`src/rtl/ssr_pkg.sv`:
```
package ssr_pkg;

    typedef enum logic [1:0] {
        SH_HOLD  = 2'd0,
        SH_SHIFT = 2'd1,
        SH_SNAP  = 2'd2
    } sh_op_e;

    typedef enum logic [1:0] {
        SYS_HOLD = 2'd0,
        SYS_RUN  = 2'd1,
        SYS_LOAD = 2'd2
    } sys_op_e;

endpackage

```
`src/rtl/ssr_op_decode.sv`:
```
module ssr_op_decode
    import ssr_pkg::*;
(
    input  logic    shift_en,
    input  logic    xfer_en,
    input  logic    snap_en,
    input  logic    run_en,
    output sh_op_e  sh_op,
    output sys_op_e sys_op
);

    // Shadow side: the snapshot wins over a shift.
    always_comb begin
        if (snap_en)
            sh_op = SH_SNAP;
        else if (shift_en)
            sh_op = SH_SHIFT;
        else
            sh_op = SH_HOLD;
    end

    // System side: the preset from the shadow wins over functional capture.
    always_comb begin
        if (xfer_en)
            sys_op = SYS_LOAD;
        else if (run_en)
            sys_op = SYS_RUN;
        else
            sys_op = SYS_HOLD;
    end

endmodule

```
`src/rtl/ssr_shadow_chain.sv`:
```
module ssr_shadow_chain
    import ssr_pkg::*;
#(
    parameter int WIDTH = 8
) (
    input  logic             clk,
    input  logic             rst_n,
    input  sh_op_e           op,
    input  logic             ser_in,
    input  logic [WIDTH-1:0] par_in,
    output logic [WIDTH-1:0] cells_q
);

    logic [WIDTH-1:0] shifted;
    logic [WIDTH-1:0] cells_d;

    assign shifted[0] = ser_in;
    for (genvar g = 1; g < WIDTH; g++) begin : g_link
        assign shifted[g] = cells_q[g-1];
    end

    always_comb begin
        unique case (op)
            SH_SHIFT: cells_d = shifted;
            SH_SNAP:  cells_d = par_in;
            default:  cells_d = cells_q;
        endcase
    end

    always_ff @(posedge clk or negedge rst_n) begin
        if (!rst_n)
            cells_q <= '0;
        else
            cells_q <= cells_d;
    end

endmodule

```
`src/rtl/ssr_system_bank.sv`:
```
module ssr_system_bank
    import ssr_pkg::*;
#(
    parameter int WIDTH = 8
) (
    input  logic             clk,
    input  logic             rst_n,
    input  sys_op_e          op,
    input  logic [WIDTH-1:0] func_d,
    input  logic [WIDTH-1:0] preset_d,
    output logic [WIDTH-1:0] state_q
);

    logic [WIDTH-1:0] state_d;

    always_comb begin
        unique case (op)
            SYS_RUN:  state_d = func_d;
            SYS_LOAD: state_d = preset_d;
            default:  state_d = state_q;
        endcase
    end

    always_ff @(posedge clk or negedge rst_n) begin
        if (!rst_n)
            state_q <= '0;
        else
            state_q <= state_d;
    end

endmodule

```
`src/rtl/snapshot_scan_reg.sv`:
```
module snapshot_scan_reg
    import ssr_pkg::*;
#(
    parameter int WIDTH = 8
) (
    input  logic             clk,
    input  logic             rst_n,
    input  logic             scan_in,
    output logic             scan_out,
    input  logic             shift_en,
    input  logic             xfer_en,
    input  logic             snap_en,
    input  logic             run_en,
    input  logic [WIDTH-1:0] func_d,
    output logic [WIDTH-1:0] sys_q
);

    localparam int MSB = WIDTH - 1;

    sh_op_e           sh_op;
    sys_op_e          sys_op;
    logic [WIDTH-1:0] shadow_q;

    ssr_op_decode i_decode (
        .shift_en (shift_en),
        .xfer_en  (xfer_en),
        .snap_en  (snap_en),
        .run_en   (run_en),
        .sh_op    (sh_op),
        .sys_op   (sys_op)
    );

    ssr_shadow_chain #(.WIDTH(WIDTH)) i_shadow (
        .clk     (clk),
        .rst_n   (rst_n),
        .op      (sh_op),
        .ser_in  (scan_in),
        .par_in  (sys_q),
        .cells_q (shadow_q)
    );

    ssr_system_bank #(.WIDTH(WIDTH)) i_system (
        .clk      (clk),
        .rst_n    (rst_n),
        .op       (sys_op),
        .func_d   (func_d),
        .preset_d (shadow_q),
        .state_q  (sys_q)
    );

    assign scan_out = shadow_q[MSB];

endmodule

```
`config.mk`:
```
export PLATFORM = sky130hd
export DESIGN_NAME = snapshot_scan_reg
export DESIGN_NICKNAME = d
export VERILOG_FILES = /design/src/rtl/ssr_pkg.sv /design/src/rtl/ssr_op_decode.sv /design/src/rtl/ssr_shadow_chain.sv /design/src/rtl/ssr_system_bank.sv /design/src/rtl/snapshot_scan_reg.sv
export SDC_FILE = /design/constraint.sdc
export NUM_CORES = 1
export LEC_CHECK = 0
export BUFFER_PORTS_ARGS = -buffer_cell sky130_fd_sc_hd__buf_2
export CAP_MARGIN = 20
export CORE_AREA = 2 2 44 46
export DETAILED_ROUTE_END_ITERATION = 10
export DIE_AREA = 0 0 46 48
export HOLD_SLACK_MARGIN = 0.12
export PLACE_DENSITY = 0.78
export SLEW_MARGIN = 10
export SYNTH_ARGS = -nofsm -noshare
export SYNTH_HDL_FRONTEND = slang
export SYNTH_SLANG_ARGS = --single-unit
```
`constraint.sdc`:
```
create_clock -name clk -period 0.8 [get_ports clk]
set_input_delay 0.12 -clock clk [delete_from_list [all_inputs] [get_ports clk]]
set_output_delay 0.12 -clock clk [all_outputs]
set_load 0.05 [all_outputs]
```
Yosys cells after proc, flatten, opt, wreduce, memory -nomap -nowiden
Index checks and enable logic that the tools add are counted.
{ "word_totals": {"reg_bits": 16, "output_inout_bits": 9, "elab_cells": 14} }
{ "classes": {"n_eq_ne": 4, "muxes": 6, "n_reduce_logical": 2} }
{ "op_table": {"columns": ["operator", "n"], "rows": [
  ["case mux 8 bit (2 select lines)", 2],
  ["== test 2 x 1 -> 1 bit, second input constant", 2],
  ["== test 2 bit, second input constant", 2],
  ["2-to-1 mux 2 bit", 2],
  ["nonzero test 2 bit", 2],
  ["2-to-1 mux 1 bit", 2]
]} }

Longest topological paths before layout
{ "logic_depth": {"word_depth": 4, "mapped_depth": 3, "depth_no_buf": 2} }

Cells and area by module
A second synthesis with hierarchy kept.
{ "unflattened": {"cells_unflattened": 76, "hier_area_um2": 820.8} }
{ "by_module_without_submodules": {"columns": ["mod", "n_inst", "cells_each", "area_each_um2"], "rows": [
  ["ssr_shadow_chain", 1, 36, 389.1],
  ["ssr_system_bank", 1, 36, 389.1],
  ["ssr_op_decode", 1, 4, 42.5]
]} }

Worst setup path before layout
No wires, ideal clock.
{ "synth_timing": {"path_type": "register to register", "startpoint": "reg, netlist name i_shadow.cells_q[7]", "endpoint": "reg i_shadow.cells_q[7]", "setup_time_ns": 0.077, "arrival_ns": 0.862, "t_required_ns": 0.723, "path_slack_ns": -0.138, "stages_incl_launch_ff": 3, "synth_period_minus_slack_ns": 0.938, "path_cell_list": "dfrtp_1 > mux2i_1 > o21ai_1"} }
{ "synth_lines": {"columns": ["element", "line_no", "rtl"], "rows": [
  ["to (signal assigned)", "ssr_shadow_chain.sv:34", "cells_q <= cells_d;"],
  ["to (decl)", "ssr_shadow_chain.sv:11", "output logic [WIDTH-1:0] cells_q"]
]} }

Worst setup path in the final report
{ "layout_timing": {"startpoint": "reg i_system.state_q[3]", "endpoint": "out sys_q[3]"} }
{ "layout_lines": {"columns": ["element", "line_no", "rtl"], "rows": [
  ["from (decl)", "ssr_system_bank.sv:11", "output logic [WIDTH-1:0] state_q"],
  ["from (signal assigned)", "ssr_system_bank.sv:28", "state_q <= state_d;"],
  ["to (decl)", "snapshot_scan_reg.sv:15", "output logic [WIDTH-1:0] sys_q"]
]} }
No word-level cell between the ends.

==> results.tsv <==
metric	value	unit
status	complete, but fails checks	
violations	setup timing	
synth_area_leader_cell	dfrtp_1	
tightest_slew	0.364	ns
clock_latency	0.29	ns
drc	0	
rsz0062_at_grt	true	
hold_viol	0	
r2r_slack	-0.09	ns
clkSlewWorstSetupHoldPaths	0.10	ns
r2r_cells	3	
cts.sinks	16	
crit_chain	buf_6	
fin_hold_ws	0.160	ns
setup_viol	18	
netlist.area_leader.share	53.7	%
crit_family	flip-flops	
die-area	0.00221	mm^2
cts_buffer_depth	2	
critPathSlowestCell	dfrtp_2	
vias_per_cell	5.06	
port-buffer-count	23	
drv_slew	0	
vias	637	
tritoncts	yes	
grt_pass1_vias	599	
critPathArrivalTime	0.87	ns
gr-total-overflow	0	
antenna_found_initial	0	
wire_per_inst	12.8	um
root_buffer	clkbuf_4	
h-tree-depth	1	
coreArea	0.00169	mm^2
place.gp.congestion	0.721	
io_pins	24	
firstDrtPassIters	4	
synth_cell_types	5	
max_slew_margin	75.7	%
antenna-diode-count	0	
period_needed	0.990	ns
worstPathMaxFanout	2	
critical_path_class	register to output pin	
power	2.44	mW
start_util	44.1	%
yosysWarnings	0	
setup_ws	-0.190	ns
ant_nets	0	
synth_area_leaders	dfrtp_1 54%, mux2i_1 21%, o21ai_1 11%	
layout.cells.most_common	mux2i_1	
rr_startpoint	i_system.state_q[7]$_DFFE_PN0P_	
peakVddDrop	1.05	mV
place_ws	-0.00758	ns
routed_wl	1.62	mm
area_growth	52.3	%
setup_tns	-2.19	ns
drt_iter0_drc	5	
drive_gt1_share	45.9	%
num_rows	15	
path_buf_inv	1	
nets	125	
cts_buffers	3	
ys_ff_latch	16	
critical_path.max_stage_delay	0.43	ns
drv_cap	0	
whs_endpoint	i_system.state_q[7]$_DFFE_PN0P_	
grtUsageTotal	16.7	%
cp_data_required_time	0.68	ns
syn_inst	68	
syn_nets	83	
hold_depth	3	
die_h	48	um
final_cell_mix	16 x mux2i_1, 15 x buf_6, 14 x o21ai_1, 14 x buf_2, 13 x nand2_1	
power_per_cell_area	2150	mW/mm^2
fp.dieW	46	um
grt_max_degree	17	
synth_area_per_cell	11.0	um^2
start_kind	register	
clock.fmax	1010	MHz
skew	0.00756	ns
r2r-end	i_system.state_q[7]$_DFFE_PN0P_	
grt_pass1_wl	2.52	mm
end_kind	output pin	
synth_sequential_area_ratio	53.7	%
syn-cell-area	746	um^2
finalCritPeriodShare	124	%
p_leak	0.554	nW
min_from	func_d[7]	
hp-class	input port to register	
utilization	67.3	%
-- layer usage --
layer / wire length [um] / part of all wire [%] / GRT usage (%)
met1: 765 / 47 / 20.6
met2: 769 / 48 / 26.4
met3: 61 / 3.8 / 2.64
met4: 19 / 1.2 / 12.6
met5: 0 / 0 / 0
-- worst max path at each step --
stage / cells after the start / from / to / slack (ns)
3_3_place_gp: 3 / run_en / i_system.state_q[5]$_DFFE_PN0P_ / 0.02
4_1_cts: 1 / i_system.state_q[0]$_DFFE_PN0P_ / sys_q[0] / -0.19
2_1_floorplan: 2 / i_shadow.cells_q[7]$_DFFE_PN0P_ / i_shadow.cells_q[7]$_DFFE_PN0P_ / -0.03
5_1_grt: 1 / i_system.state_q[0]$_DFFE_PN0P_ / sys_q[0] / -0.22
3_5_place_dp: 3 / run_en / i_system.state_q[7]$_DFFE_PN0P_ / -0.008
6_report: 1 / i_system.state_q[3]$_DFFE_PN0P_ / sys_q[3] / -0.19
-- metrics by stage --
step	instances	area [um^2]
final	126	1140
after CTS	126	1100
after detailed placement	104	848
after global routing	126	1140
after global placement	104	848
after floorplan	68	757
-- registers in the layout, indices dropped and copies added, names as in the netlist --
| register | count |
|---|---|
| i_shadow.cells_q | 8 |
| i_system.state_q | 8 |
-- where the power goes --
group | switching, mW | total (mW) | internal, mW | leakage, nW
registers | 0.103 | 1.05 | 0.944 | 0.192
clock network | 0.258 | 0.535 | 0.277 | 0.0210
logic | 0.461 | 0.859 | 0.399 | 0.341
total | 0.822 | 2.44 | 1.62 | 0.554
-- cell usage after synthesis (all sizes together) --
cell   instances
o21ai         16
nand2         16
buf            4
mux2i         16
dfrtp         16
-- kinds of logic (layout without fill, tap and decap cells) --
group | Yosys count | in the layout | synth area share (%)
buffers and inverters | 4 | 45 | 6.04
AND/OR/NAND/NOR | 16 | 16 | 8.05
multiplexers | 16 | 16 | 21.5
flip-flops | 16 | 16 | 53.7
AO/OA/AOI/OAI | 16 | 16 | 10.7
-- cell type report --
cell class,instances,area [um^2]
fill,115,553
sequential,16,412
timing repair buffer,41,352
multi-input combinational,48,315
clock buffer,4,36.3
tap,17,21.3
-- repair_timing --
item,CTS,global route
endpoints found under the setup margin,9,25
hold endpoints to repair,24,0
gates cloned,0,0
pin swaps,0,6
resized for setup,18,11
setup buffers,9,0
hold buffers,9,0
(Power assumes the default switching activity.)
